## config.mk

```make
export PLATFORM = sky130hd
export DESIGN_NAME = pktio_regs
export DESIGN_NICKNAME = d
export VERILOG_FILES = /design/src/rtl/pktio_pkg.sv /design/src/rtl/pktio_fifo.sv /design/src/rtl/pktio_ctrl.sv /design/src/rtl/pktio_datapath.sv /design/src/rtl/pktio_regs.sv
export SDC_FILE = /design/constraint.sdc
export NUM_CORES = 1
export LEC_CHECK = 0
export BUFFER_PORTS_ARGS = -buffer_cell sky130_fd_sc_hd__buf_2
export CELL_PAD_IN_SITES_DETAIL_PLACEMENT = 0
export CELL_PAD_IN_SITES_GLOBAL_PLACEMENT = 1
export CORE_UTILIZATION = 41
export DETAILED_ROUTE_END_ITERATION = 8
export GPL_ROUTABILITY_DRIVEN = 0
export PLACE_DENSITY_LB_ADDON = 0.1
export SLEW_MARGIN = 20
export SYNTH_ARGS = -nofsm -noshare
export SYNTH_HDL_FRONTEND = slang
export SYNTH_SLANG_ARGS = --single-unit
```

## constraint.sdc

```tcl
create_clock -name clk -period 2.7 [get_ports clk]
set_input_delay 0.135 -clock clk [delete_from_list [all_inputs] [get_ports clk]]
set_output_delay 0.135 -clock clk [all_outputs]
set_load 0.1 [all_outputs]
```

## src/rtl/pktio_pkg.sv

```systemverilog
package pktio_pkg;

  localparam logic [3:0] WORD_ID_LO  = 4'd0;
  localparam logic [3:0] WORD_ID_HI  = 4'd1;
  localparam logic [3:0] WORD_BUSY   = 4'd2;
  localparam logic [3:0] WORD_RXCNT  = 4'd3;
  localparam logic [3:0] WORD_TXCNT  = 4'd4;
  localparam logic [3:0] WORD_IRQ    = 4'd5;
  localparam logic [3:0] WORD_INFO   = 4'd6;
  localparam logic [3:0] WORD_RXDATA = 4'd7;
  localparam logic [3:0] WORD_TXDATA = 4'd8;

  localparam int IRQ_TX_BIT   = 0;
  localparam int IRQ_RX_BIT   = 1;
  localparam int IRQ_TEST_BIT = 31;

  typedef enum logic [3:0] {
    SEL_ID_LO,
    SEL_ID_HI,
    SEL_BUSY,
    SEL_RXCNT,
    SEL_TXCNT,
    SEL_IRQ,
    SEL_INFO,
    SEL_RXDATA,
    SEL_NONE
  } regSel_e;

  typedef struct packed {
    logic    rdEn;
    regSel_e rdSel;
    logic    wrTxCount;
    logic    wrIrq;
    logic    wrTxData;
    logic    popRx;
  } ctrlStrobe_t;

endpackage

```

## src/rtl/pktio_fifo.sv

```systemverilog
module pktio_fifo #(
  parameter int WIDTH = 8,
  parameter int DEPTH = 4
) (
  input  logic             clk,
  input  logic             rstN,
  input  logic             push,
  input  logic [WIDTH-1:0] pushData,
  input  logic             pop,
  output logic [WIDTH-1:0] headData,
  output logic             empty,
  output logic             full
);
  localparam int PTR_W = (DEPTH > 1) ? $clog2(DEPTH) : 1;
  localparam int CNT_W = $clog2(DEPTH + 1);
  localparam logic [CNT_W-1:0] DEPTH_C = CNT_W'(DEPTH);
  localparam logic [PTR_W-1:0] LAST_P  = PTR_W'(DEPTH - 1);

  logic [WIDTH-1:0] store [DEPTH];
  logic [PTR_W-1:0] wrPtr, rdPtr;
  logic [CNT_W-1:0] fill;

  logic doPush, doPop;
  assign empty    = (fill == '0);
  assign full     = (fill == DEPTH_C);
  assign doPush   = push && !full;
  assign doPop    = pop && !empty;
  assign headData = store[rdPtr];

  always_ff @(posedge clk) begin
    if (!rstN) begin
      wrPtr <= '0;
      rdPtr <= '0;
      fill  <= '0;
    end else begin
      if (doPush) begin
        store[wrPtr] <= pushData;
        wrPtr <= (wrPtr == LAST_P) ? '0 : wrPtr + 1'b1;
      end
      if (doPop) begin
        rdPtr <= (rdPtr == LAST_P) ? '0 : rdPtr + 1'b1;
      end
      case ({doPush, doPop})
        2'b10:   fill <= fill + 1'b1;
        2'b01:   fill <= fill - 1'b1;
        default: fill <= fill;
      endcase
    end
  end
endmodule

```

## src/rtl/pktio_ctrl.sv

```systemverilog
module pktio_ctrl
  import pktio_pkg::*;
#(
  parameter int ADDR_W = 6
) (
  input  logic              busWrEn,
  input  logic              busRdEn,
  input  logic [ADDR_W-1:0] busAddr,
  output ctrlStrobe_t       stb
);
  logic [3:0] wordIdx;
  assign wordIdx = busAddr[5:2];

  always_comb begin
    stb           = '0;
    stb.rdSel     = SEL_NONE;
    stb.rdEn      = busRdEn;
    stb.wrTxCount = busWrEn && (wordIdx == WORD_TXCNT);
    stb.wrIrq     = busWrEn && (wordIdx == WORD_IRQ);
    stb.wrTxData  = busWrEn && (wordIdx == WORD_TXDATA);
    stb.popRx     = busRdEn && (wordIdx == WORD_RXDATA);
    case (wordIdx)
      WORD_ID_LO:  stb.rdSel = SEL_ID_LO;
      WORD_ID_HI:  stb.rdSel = SEL_ID_HI;
      WORD_BUSY:   stb.rdSel = SEL_BUSY;
      WORD_RXCNT:  stb.rdSel = SEL_RXCNT;
      WORD_TXCNT:  stb.rdSel = SEL_TXCNT;
      WORD_IRQ:    stb.rdSel = SEL_IRQ;
      WORD_INFO:   stb.rdSel = SEL_INFO;
      WORD_RXDATA: stb.rdSel = SEL_RXDATA;
      default:     stb.rdSel = SEL_NONE;
    endcase
  end
endmodule

```

## src/rtl/pktio_datapath.sv

```systemverilog
module pktio_datapath
  import pktio_pkg::*;
#(
  parameter int          MAX_FRAME  = 65536,
  parameter int          FIFO_DEPTH = 4,
  parameter logic [63:0] DEV_ID     = 64'h314D_5254_5354_4B50,
  parameter logic [31:0] INFO_WORD  = 32'h0000_0007,
  localparam int         CNT_W      = $clog2(MAX_FRAME + 1)
) (
  input  logic             clk,
  input  logic             rstN,
  input  ctrlStrobe_t      stb,
  input  logic [31:0]      wrData,
  output logic [31:0]      rdData,
  output logic             irqOut,
  output logic             busyFlag,
  output logic [7:0]       txByte,
  output logic             txValid,
  input  logic             txReady,
  input  logic             rxLenValid,
  input  logic [CNT_W-1:0] rxLen,
  output logic             rxLenReady,
  input  logic [7:0]       rxByte,
  input  logic             rxByteValid,
  output logic             rxByteReady
);
  localparam logic [31:0]      MAX_WORD = 32'(MAX_FRAME);
  localparam logic [CNT_W-1:0] ONE_C    = CNT_W'(1);

  // transmit state
  logic [CNT_W-1:0] txCountQ, txAcceptLeft, txSendLeft;
  logic txEmpty, txFull, txPush, txPop, txLenOk, txDoneSet;
  // receive state
  logic [CNT_W-1:0] rxCountQ, rxInLeft;
  logic rxEmpty, rxFull, rxPush, rxPop, rxLenFire, rxLenOk;
  logic [7:0] rxHead;
  // status bits
  logic txDoneQ, rxDoneQ, testQ;

  // ---------------- transmit ----------------
  assign txLenOk   = (wrData != 32'd0) && (wrData <= MAX_WORD);
  assign txPush    = stb.wrTxData && (txAcceptLeft != '0) && !txFull;
  assign txValid   = !txEmpty;
  assign txPop     = txValid && txReady;
  assign txDoneSet = txPop && (txSendLeft == ONE_C);

  pktio_fifo #(.WIDTH(8), .DEPTH(FIFO_DEPTH)) u_txFifo (
    .clk(clk), .rstN(rstN),
    .push(txPush), .pushData(wrData[7:0]),
    .pop(txPop), .headData(txByte),
    .empty(txEmpty), .full(txFull)
  );

  always_ff @(posedge clk) begin
    if (!rstN) begin
      txCountQ     <= '0;
      txAcceptLeft <= '0;
      txSendLeft   <= '0;
    end else begin
      if (stb.wrTxCount && (txCountQ == '0) && txLenOk) begin
        txCountQ     <= wrData[CNT_W-1:0];
        txAcceptLeft <= wrData[CNT_W-1:0];
        txSendLeft   <= wrData[CNT_W-1:0];
      end else begin
        if (txPush) txAcceptLeft <= txAcceptLeft - 1'b1;
        if (txPop) begin
          txSendLeft <= txSendLeft - 1'b1;
          if (txDoneSet) txCountQ <= '0;
        end
      end
    end
  end

  // ---------------- receive ----------------
  assign rxLenReady  = (rxCountQ == '0) && (rxInLeft == '0) && !rxDoneQ && rxEmpty;
  assign rxLenFire   = rxLenValid && rxLenReady;
  assign rxLenOk     = (rxLen != '0) && ({{(32-CNT_W){1'b0}}, rxLen} <= MAX_WORD);
  assign rxByteReady = (rxInLeft != '0) && !rxFull;
  assign rxPush      = rxByteValid && rxByteReady;
  assign rxPop       = stb.popRx && !rxEmpty;

  pktio_fifo #(.WIDTH(8), .DEPTH(FIFO_DEPTH)) u_rxFifo (
    .clk(clk), .rstN(rstN),
    .push(rxPush), .pushData(rxByte),
    .pop(rxPop), .headData(rxHead),
    .empty(rxEmpty), .full(rxFull)
  );

  always_ff @(posedge clk) begin
    if (!rstN) begin
      rxCountQ <= '0;
      rxInLeft <= '0;
    end else begin
      if (rxLenFire && rxLenOk) begin
        rxCountQ <= rxLen;
        rxInLeft <= rxLen;
      end else begin
        if (rxPush) rxInLeft <= rxInLeft - 1'b1;
        if (rxPop)  rxCountQ <= rxCountQ - 1'b1;
      end
    end
  end

  // ---------------- status ----------------
  always_ff @(posedge clk) begin
    if (!rstN) begin
      txDoneQ <= 1'b0;
      rxDoneQ <= 1'b0;
      testQ   <= 1'b0;
    end else begin
      if (txDoneSet) txDoneQ <= 1'b1;
      else if (stb.wrIrq && wrData[IRQ_TX_BIT]) txDoneQ <= 1'b0;

      if (rxLenFire && rxLenOk) rxDoneQ <= 1'b1;
      else if (stb.wrIrq && wrData[IRQ_RX_BIT]) rxDoneQ <= 1'b0;

      if (stb.wrIrq) testQ <= wrData[IRQ_TEST_BIT];
    end
  end

  assign irqOut   = txDoneQ || rxDoneQ || testQ;
  assign busyFlag = (rxCountQ != '0) || (txCountQ != '0);

  // ---------------- read path ----------------
  always_ff @(posedge clk) begin
    if (!rstN) begin
      rdData <= '0;
    end else if (stb.rdEn) begin
      case (stb.rdSel)
        SEL_ID_LO:  rdData <= DEV_ID[31:0];
        SEL_ID_HI:  rdData <= DEV_ID[63:32];
        SEL_BUSY:   rdData <= {31'd0, busyFlag};
        SEL_RXCNT:  rdData <= 32'(rxCountQ);
        SEL_TXCNT:  rdData <= 32'(txCountQ);
        SEL_IRQ:    rdData <= {testQ, 29'd0, rxDoneQ, txDoneQ};
        SEL_INFO:   rdData <= INFO_WORD;
        SEL_RXDATA: rdData <= rxPop ? {24'd0, rxHead} : 32'd0;
        default:    rdData <= 32'd0;
      endcase
    end
  end
endmodule

```

## src/rtl/pktio_regs.sv

```systemverilog
module pktio_regs
  import pktio_pkg::*;
#(
  parameter int          ADDR_W     = 6,
  parameter int          MAX_FRAME  = 65536,
  parameter int          FIFO_DEPTH = 4,
  parameter logic [63:0] DEV_ID     = 64'h314D_5254_5354_4B50,
  parameter logic [31:0] INFO_WORD  = 32'h0000_0007,
  localparam int         CNT_W      = $clog2(MAX_FRAME + 1)
) (
  input  logic              clk,
  input  logic              rstN,
  input  logic              busWrEn,
  input  logic              busRdEn,
  input  logic [ADDR_W-1:0] busAddr,
  input  logic [31:0]       busWrData,
  output logic [31:0]       busRdData,
  output logic              irqOut,
  output logic [7:0]        txByte,
  output logic              txValid,
  input  logic              txReady,
  input  logic              rxLenValid,
  input  logic [CNT_W-1:0]  rxLen,
  output logic              rxLenReady,
  input  logic [7:0]        rxByte,
  input  logic              rxByteValid,
  output logic              rxByteReady
);
  ctrlStrobe_t stb;
  logic        busyFlag;

  pktio_ctrl #(.ADDR_W(ADDR_W)) u_ctrl (
    .busWrEn(busWrEn), .busRdEn(busRdEn), .busAddr(busAddr), .stb(stb)
  );

  pktio_datapath #(
    .MAX_FRAME(MAX_FRAME), .FIFO_DEPTH(FIFO_DEPTH),
    .DEV_ID(DEV_ID), .INFO_WORD(INFO_WORD)
  ) u_dp (
    .clk(clk), .rstN(rstN), .stb(stb), .wrData(busWrData),
    .rdData(busRdData), .irqOut(irqOut), .busyFlag(busyFlag),
    .txByte(txByte), .txValid(txValid), .txReady(txReady),
    .rxLenValid(rxLenValid), .rxLen(rxLen), .rxLenReady(rxLenReady),
    .rxByte(rxByte), .rxByteValid(rxByteValid), .rxByteReady(rxByteReady)
  );
endmodule

```

Word level (Yosys, flattened, before mapping). Memories as Yosys holds them, arrays and structs flattened. A register that Yosys moved wholly into a read port is not among the register bits. Cells that the tools add are included.

Bits in read-only memories: 24. Input port bits: 70. Register bits: 134. Logic and storage cells: 144. RAM bits: 64. Output and inout bits: 44. Memories kept: 3.

Memory list: u_dp.u_rxFifo.store (words 4, width 8, read ports 1, clocked after Yosys merged registers in 1, write ports 1, RTL line pktio_fifo.sv:19) `logic [WIDTH-1:0] store [DEPTH];`; u_dp.u_txFifo.store (words 4, width 8, read ports 1, clocked after Yosys merged registers in 1, write ports 1, RTL line pktio_fifo.sv:19); (no name shown) (words 8, width 3, read ports 1, clocked after Yosys merged registers in 0, write ports 0, RTL line pktio_ctrl.sv:22) `case (wordIdx)`.

Reductions and logical operators: 56. Eq/ne operators: 22. Add/subtract/negate cells: 12. Magnitude comparators: 2. Muxes and demuxes: 34.

Operators by type and width (number): one-hot mux 32 bit (8 select lines) (1); 2-to-1 mux 17 bit (11); nonzero test 17 bit (5); subtractor 17 x 1 -> 17 bit (second input constant) (4); logical NOT 17 bit (3); less-or-equal comparator 32 x 17 -> 1 bit (second input constant) (1); nonzero test 32 bit (1); == test 4 x 3 -> 1 bit (second input constant) (7); logical AND 1 bit (26); nonzero test 2 bit (9); == test 17 x 1 -> 1 bit (second input constant) (1); less-or-equal comparator 17 bit (second input constant) (1); 2-to-1 mux 2 bit (8); == test 2 bit (second input constant) (6); one-hot mux 3 bit (2 select lines) (2); 2-to-1 mux 1 bit (10); adder 2 x 1 -> 2 bit (second input constant) (4); == test 4 x 2 -> 1 bit (second input constant) (2); 2-to-1 mux 8 bit (1); adder 3 x 1 -> 3 bit (second input constant) (2); == test 3 bit (second input constant) (2); logical NOT 3 bit (2); subtractor 3 x 1 -> 3 bit (second input constant) (2); logical NOT 1 bit (5); 7 further kinds (10).

Depth between registers and ports, before layout.
Word-level depth: 8. Depth in mapped cells: 12. Depth with buffers taken out: 12.

By module. Synthesis repeated with hierarchy kept, for this count alone.

Cells, all modules: 882. Area, all modules: 9044.9 um^2.

Modules (own cells, without submodules): pktio_datapath (seq. area each 2182.1 um^2, times used 1, area each 5672.9 um^2, cells an instance 673); pktio_fifo (seq. area each 1141.1 um^2, times used 2, area each 1644.1 um^2, cells an instance 98); pktio_ctrl (seq. area each 0.0 um^2, times used 1, area each 83.8 um^2, cells an instance 13).

Worst setup path before layout. No wires, ideal clock.

Path type: flip-flop to flip-flop. Start: register u_dp.rxInLeft[0]. End: register u_dp.rxCountQ[1]. Arrival: 3013 ps. Path slack: -441 ps. Buffers on the path: 0. Cell stages (with the launch flop): 9. Period minus slack after synthesis: 3141 ps. Setup time: 128 ps. Data required time: 2572 ps. Path through: dfxtp_1 > inv_1 > ha_1 > nor4b_1 > nand4b_4 > nor4_4 > a21oi_1 > a221oi_1 > nor2_1.

Longest elaborated chain between the ends: 7. Elaborated cells between the ends (all ways): 8. Classes of those cells: 1 x mux; 7 x reduce/logical.

Ends and longest elaborated chain: start: declaration (RTL line pktio_datapath.sv:34) `logic [CNT_W-1:0] rxCountQ, rxInLeft;`; start signal: assignment (RTL line pktio_datapath.sv:96) `rxInLeft <= rxLen;`; start signal: assignment (RTL line pktio_datapath.sv:98) `if (rxPush) rxInLeft <= rxInLeft - 1'b1;`; logical NOT 17 bit (*) (RTL line pktio_datapath.sv:75) `assign rxLenReady = (rxCountQ == '0) && (rxInLeft == '0) && !rxDoneQ && rxEmpty;`; logical AND 1 bit (*) (3 in a row) (RTL line pktio_datapath.sv:75); via rxLenReady (RTL line pktio_regs.sv:24) `output logic rxLenReady,`; logical AND 1 bit (*) (RTL line pktio_datapath.sv:76) `assign rxLenFire = rxLenValid && rxLenReady;`; logical AND 1 bit (*) (RTL line pktio_datapath.sv:94) `if (rxLenFire && rxLenOk) begin`; 2-to-1 mux 17 bit or nonzero test 2 bit (tied branches); end signal: assignment (RTL line pktio_datapath.sv:95) `rxCountQ <= rxLen;`; end signal: assignment (RTL line pktio_datapath.sv:99) `if (rxPop) rxCountQ <= rxCountQ - 1'b1;`; end: declaration (RTL line pktio_datapath.sv:34).

Mark *: on every way through the listed nets, which the timed path passes. The rest lies on a longest branch. A chain may end at the register's enable or synchronous reset.

Final worst setup path.
Start: register u_dp.rxInLeft[9]. End: register u_dp.u_rxFifo.fill[2].

Longest elaborated chain between the ends: 6. Elaborated cells between the ends (all ways): 8. Classes of those cells: 2 x eq/ne; 1 x mux; 5 x reduce/logical.

Ends and longest elaborated chain: nonzero test 17 bit (*) (RTL line pktio_datapath.sv:78) `assign rxByteReady = (rxInLeft != '0) && !rxFull;`; logical AND 1 bit (*) (RTL line pktio_datapath.sv:78); logical AND 1 bit (*) (RTL line pktio_datapath.sv:79) `assign rxPush = rxByteValid && rxByteReady;`; logical AND 1 bit (*) (RTL line pktio_fifo.sv:26) `assign doPush = push && !full;`; == test 2 x 1 -> 1 bit or == test 2 bit (tied branches) (RTL line pktio_fifo.sv:43) `case ({doPush, doPop})`; one-hot mux 3 bit (2 select lines) or nonzero test 2 bit (tied branches); end signal: assignment (RTL line pktio_fifo.sv:44) `2'b10: fill <= fill + 1'b1;`; end signal: assignment (RTL line pktio_fifo.sv:45) `2'b01: fill <= fill - 1'b1;`; end signal: assignment (RTL line pktio_fifo.sv:46) `default: fill <= fill;`; end: declaration (RTL line pktio_fifo.sv:21) `logic [CNT_W-1:0] fill;`.

Mark *: on every way between the ends. The rest lies on a longest branch, timed or not.

==> summary.txt <==
Final layout
  • FF+latch area: 4470 um2
  • P&R area growth vs syn: 21.0%
  • Fillers: 1994
  • Final Net Count: 1118
  • Ant. Diodes: 0
  • Layout cell share with drive strength beyond 1: 21.1%
  • Multi-input gate area: 4010 um2

Drt
  • Initial DRC Count: 475
  • Drc violations: 0
  • DR vias/cell: 5.25
  • Antenna viol nets, final: 0
  • WL per Instance: 17.6 um
  • WL final: 23200 um
  • First-pass DRT Iterations: 5
  • Via count: 6907

GRT
  • Antenna violations before repair: 1
  • Grt ovf: 0
  • Vias in the first global route: 6724
  • First-pass GRT wire length: 36400 um
  • Largest net degree at the start of global routing: 50
  • Total track usage: 21.8%

Placed design
  • Setup slack at placement: 97.9 ps
  • Dpl hpwl: 17000 um
  • Port Buffers: 106

Logic synthesis
  • Most frequent cells after synthesis: dfxtp_1, a21oi_1, nor2_1
  • Most common cell in the netlist: dfxtp_1
  • Area contributors post-synth: dfxtp_1, edfxtp_1, a21oi_1
  • Syn avg cell area: 9.89 um2
  • Distinct cells, synth: 64
  • Number of synthesized register bits: 191
  • Cell taking the most area after synthesis: dfxtp_1
  • Part of the Yosys area used for sequential elements: 50.8%
  • Warnings, synthesis: 0
  • Syn Inst Count: 889
  • EDFF count, synth: 64
  • Yosys top cell area share: 28.9%
  • Area of the mapped netlist: 8800 um2
  • Ys flop type: dfxtp_1
  • Async set-reset flop share out of synthesis: 0%

Clock network
  • Skew-Pair Late Insertion Delay: 440 ps
  • Root buf cell: clkbuf_16
  • Max clock buf depth: 2
  • Worst-path clk slew: 80 ps
  • CTS H-tree depth: 4
  • CTS tree: built
  • CTS Sinks: 191
  • Num CTS Buffers: 17

Pwr
  • Combinational power share: 25.2%
  • Clk network pwr share: 32.2%
  • Peak supply drop: 1010 uV
  • Switch Pwr: 2.65 mW
  • Sequential Power Share: 42.6%
  • Sw Share: 33.6%
  • Internal Power: 5.23 mW
  • Leakage power total: 3.97 nW
  • Pwr/cell area: 740 nW/um2

Floorplanning
  • I/O pins: 114
  • Die height: 148 um
  • Cell Rows: 53
  • Die area: 22000 um2
  • Die Width: 148 um
  • Core area: 21000 um2
  • Initial core utilization: 41.8%

Worst setup path
  • Worst path cell trace: or4_4 > nand4b_4 > and2_4 > clkinv_1 > ha_2 > inv_1 > fa_1 > xor2_1 > or3_1 > a21oi_1
  • Type of the worst setup path: flip-flop to flip-flop
  • Crit path depth: 10
  • Critical path's slowest cell: or4_4
  • Worst Path Buf+Inv: 2
  • Max incr delay on CP: 560 ps
  • Arrival @ worst endpoint: 2920 ps
  • CP required: 3060 ps
  • Crit. End Element: flip-flop
  • Critical path launch point type: flip-flop
  • CP top delay family: simple AND/OR/NAND/NOR gates
  • Reg2reg path depth: 10
  • Critical path peak fanout: 4

STA
  • Final Cycle Share: 94.8%
  • Post-route minimum period: 2560 ps
  • PnR worst setup slack: 139 ps
  • RSZ-0062 raised after global routing: false
  • Slew Viols, Final: 0
  • Final hold violation count: 0
  • Slew Limit Headroom: 53.8%
  • Setup TNS: 0 ps
  • Final setup vio count: 0
  • Skew final: 14.7 ps
  • Worst Tran Pin Value: 691 ps
  • Highest clock rate: 391 MHz

Status
  • Run status: complete, no violations

Flow run
  • Max-Cap Viols: 0

Hold path
  • Hold/Removal Path Class: primary input to flip-flop
  • Hold Crit Depth: 1
stage by stage:
| step | hold slack (ps) | power, mW | cell area (um2) | utilization (%) | std cells |
|---|---|---|---|---|---|
| floorplan | 234 | 4.78 | 8850 | - | 893 |
| detailed placement | 358 | 5.34 | 9730 | 46.3 | 1253 |
| global placement | 352 | 5.35 | 9730 | 46.3 | 1253 |
| global route | 7.83 | 8.28 | 10600 | 50.6 | 1315 |
| finish | 9.52 | 7.88 | 10600 | 50.6 | 1315 |
| CTS | 1.71 | 7.92 | 10600 | 50.5 | 1314 |
cells in the final DEF (no fill, tap or decap), types with 3 or more instances in the layout:
| cell | synthesis | layout |
|---|---|---|
| a21oi_1 | 104 | 102 |
| buf_4 | 12 | 33 |
| xnor2_1 | 31 | 31 |
| o21ai_0 | 33 | 33 |
| nor3_1 | 22 | 22 |
| a22oi_1 | 21 | 21 |
| o211ai_1 | 4 | 4 |
| nor3b_1 | 5 | 4 |
| nand2b_1 | 5 | 5 |
| inv_6 | 0 | 5 |
| a31oi_1 | 12 | 12 |
| dlygate4sd3_1 | 0 | 29 |
| nand2_1 | 72 | 65 |
| edfxtp_1 | 64 | 64 |
| buf_2 | 3 | 105 |
| inv_1 | 28 | 27 |
| ha_1 | 19 | 18 |
| xor2_1 | 22 | 22 |
| or4_1 | 5 | 5 |
| mux2i_1 | 5 | 5 |
| nand3_1 | 17 | 17 |
| clkinv_8 | 0 | 4 |
| nand2_2 | 3 | 10 |
| clkbuf_16 | 0 | 17 |
| nor2_1 | 90 | 90 |
| mux4_2 | 16 | 16 |
| inv_2 | 2 | 3 |
| nor4_1 | 37 | 36 |
| and2_1 | 9 | 8 |
| dfxtp_1 | 127 | 126 |
| inv_8 | 0 | 4 |
| and3_1 | 13 | 13 |
| or3_1 | 8 | 8 |
| nand4_1 | 12 | 12 |
| conb_1 | 1 | 5 |
| nor2b_1 | 9 | 9 |
metal layers:
layer	track usage (%)	vias up	share of wire (%)
li1	-	3490	-
met1	27.8	3271	44
met2	38.1	127	51
met3	2.94	19	3.4
met4	6.39	0	1.1
met5	0	-	0
path summary, 6_finish.rpt:
path / endpoint / start / slack (ps)
worst max-delay path: u_dp.u_rxFifo.fill[2] / u_dp.rxInLeft[9] / 140
worst min-delay path: u_dp.u_txFifo.store[0][4] / busWrData[4] / 10
worst max register to register: u_dp.u_rxFifo.fill[2] / u_dp.rxInLeft[9] / 140
worst min register to register: u_dp.txAcceptLeft[16] / u_dp.txAcceptLeft[16] / 470
repair_timing:
item	4_1_cts	5_1_grt
gates resized for setup	0	5
hold endpoints to repair	73	0
hold buffers	29	0
buffers inserted	0	1
endpoints found under the setup margin	0	2
logic make-up (layout without fill, tap and decap cells):
group / Yosys count / count (layout) / synth area share (%)
buf+inv: 85 / 232 / 4.37
other cells: 1 / 5 / 0.0426
flops: 191 / 191 / 50.8
mux: 21 / 21 / 4.67
fa+ha+maj: 21 / 21 / 3.16
xor+xnor: 53 / 53 / 5.28
compound gates: 195 / 195 / 12.8
simple gates: 322 / 322 / 18.9
area by class of cell:
type | count | area share [%]
inverter | 31 | 1.09
timing repair buffer | 169 | 10.4
multi-input combinational | 617 | 37.7
sequential | 191 | 42.0
clock buffer | 17 | 4.00
tap | 275 | 3.23
clock inverter | 15 | 1.65
power by group through the flow:
| stage | combinational, mW | sequential [mW] | clock (mW) |
|---|---|---|---|
| after floorplan | 1.34 | 3.44 | 0 |
| after global placement | 1.94 | 3.41 | 0 |
| after detailed placement | 1.93 | 3.41 | 0 |
| after CTS | 1.97 | 3.35 | 2.61 |
| after global routing | 2.18 | 3.38 | 2.71 |
| final | 1.99 | 3.35 | 2.54 |
sequential cells by signal, summed over array words and instances (netlist names), named ones only:
register,count
u_dp.u_rxFifo.fill,3
u_dp.txAcceptLeft,17
u_dp.txSendLeft,17
u_dp.u_rxFifo.store,32
u_dp.u_txFifo.store,32
u_dp.u_txFifo.fill,3
u_dp.testQ,1
u_dp.txCountQ,17
u_dp.txDoneQ,1
u_dp.rxInLeft,17
u_dp.u_rxFifo.wrPtr,2
u_dp.rxCountQ,17
u_dp.u_txFifo.rdPtr,2
u_dp.u_txFifo.wrPtr,2
u_dp.rdData,21
u_dp.u_rxFifo.rdPtr,2
u_dp.rxDoneQ,1
No activity file was read; power rests on OpenSTA's default activity.
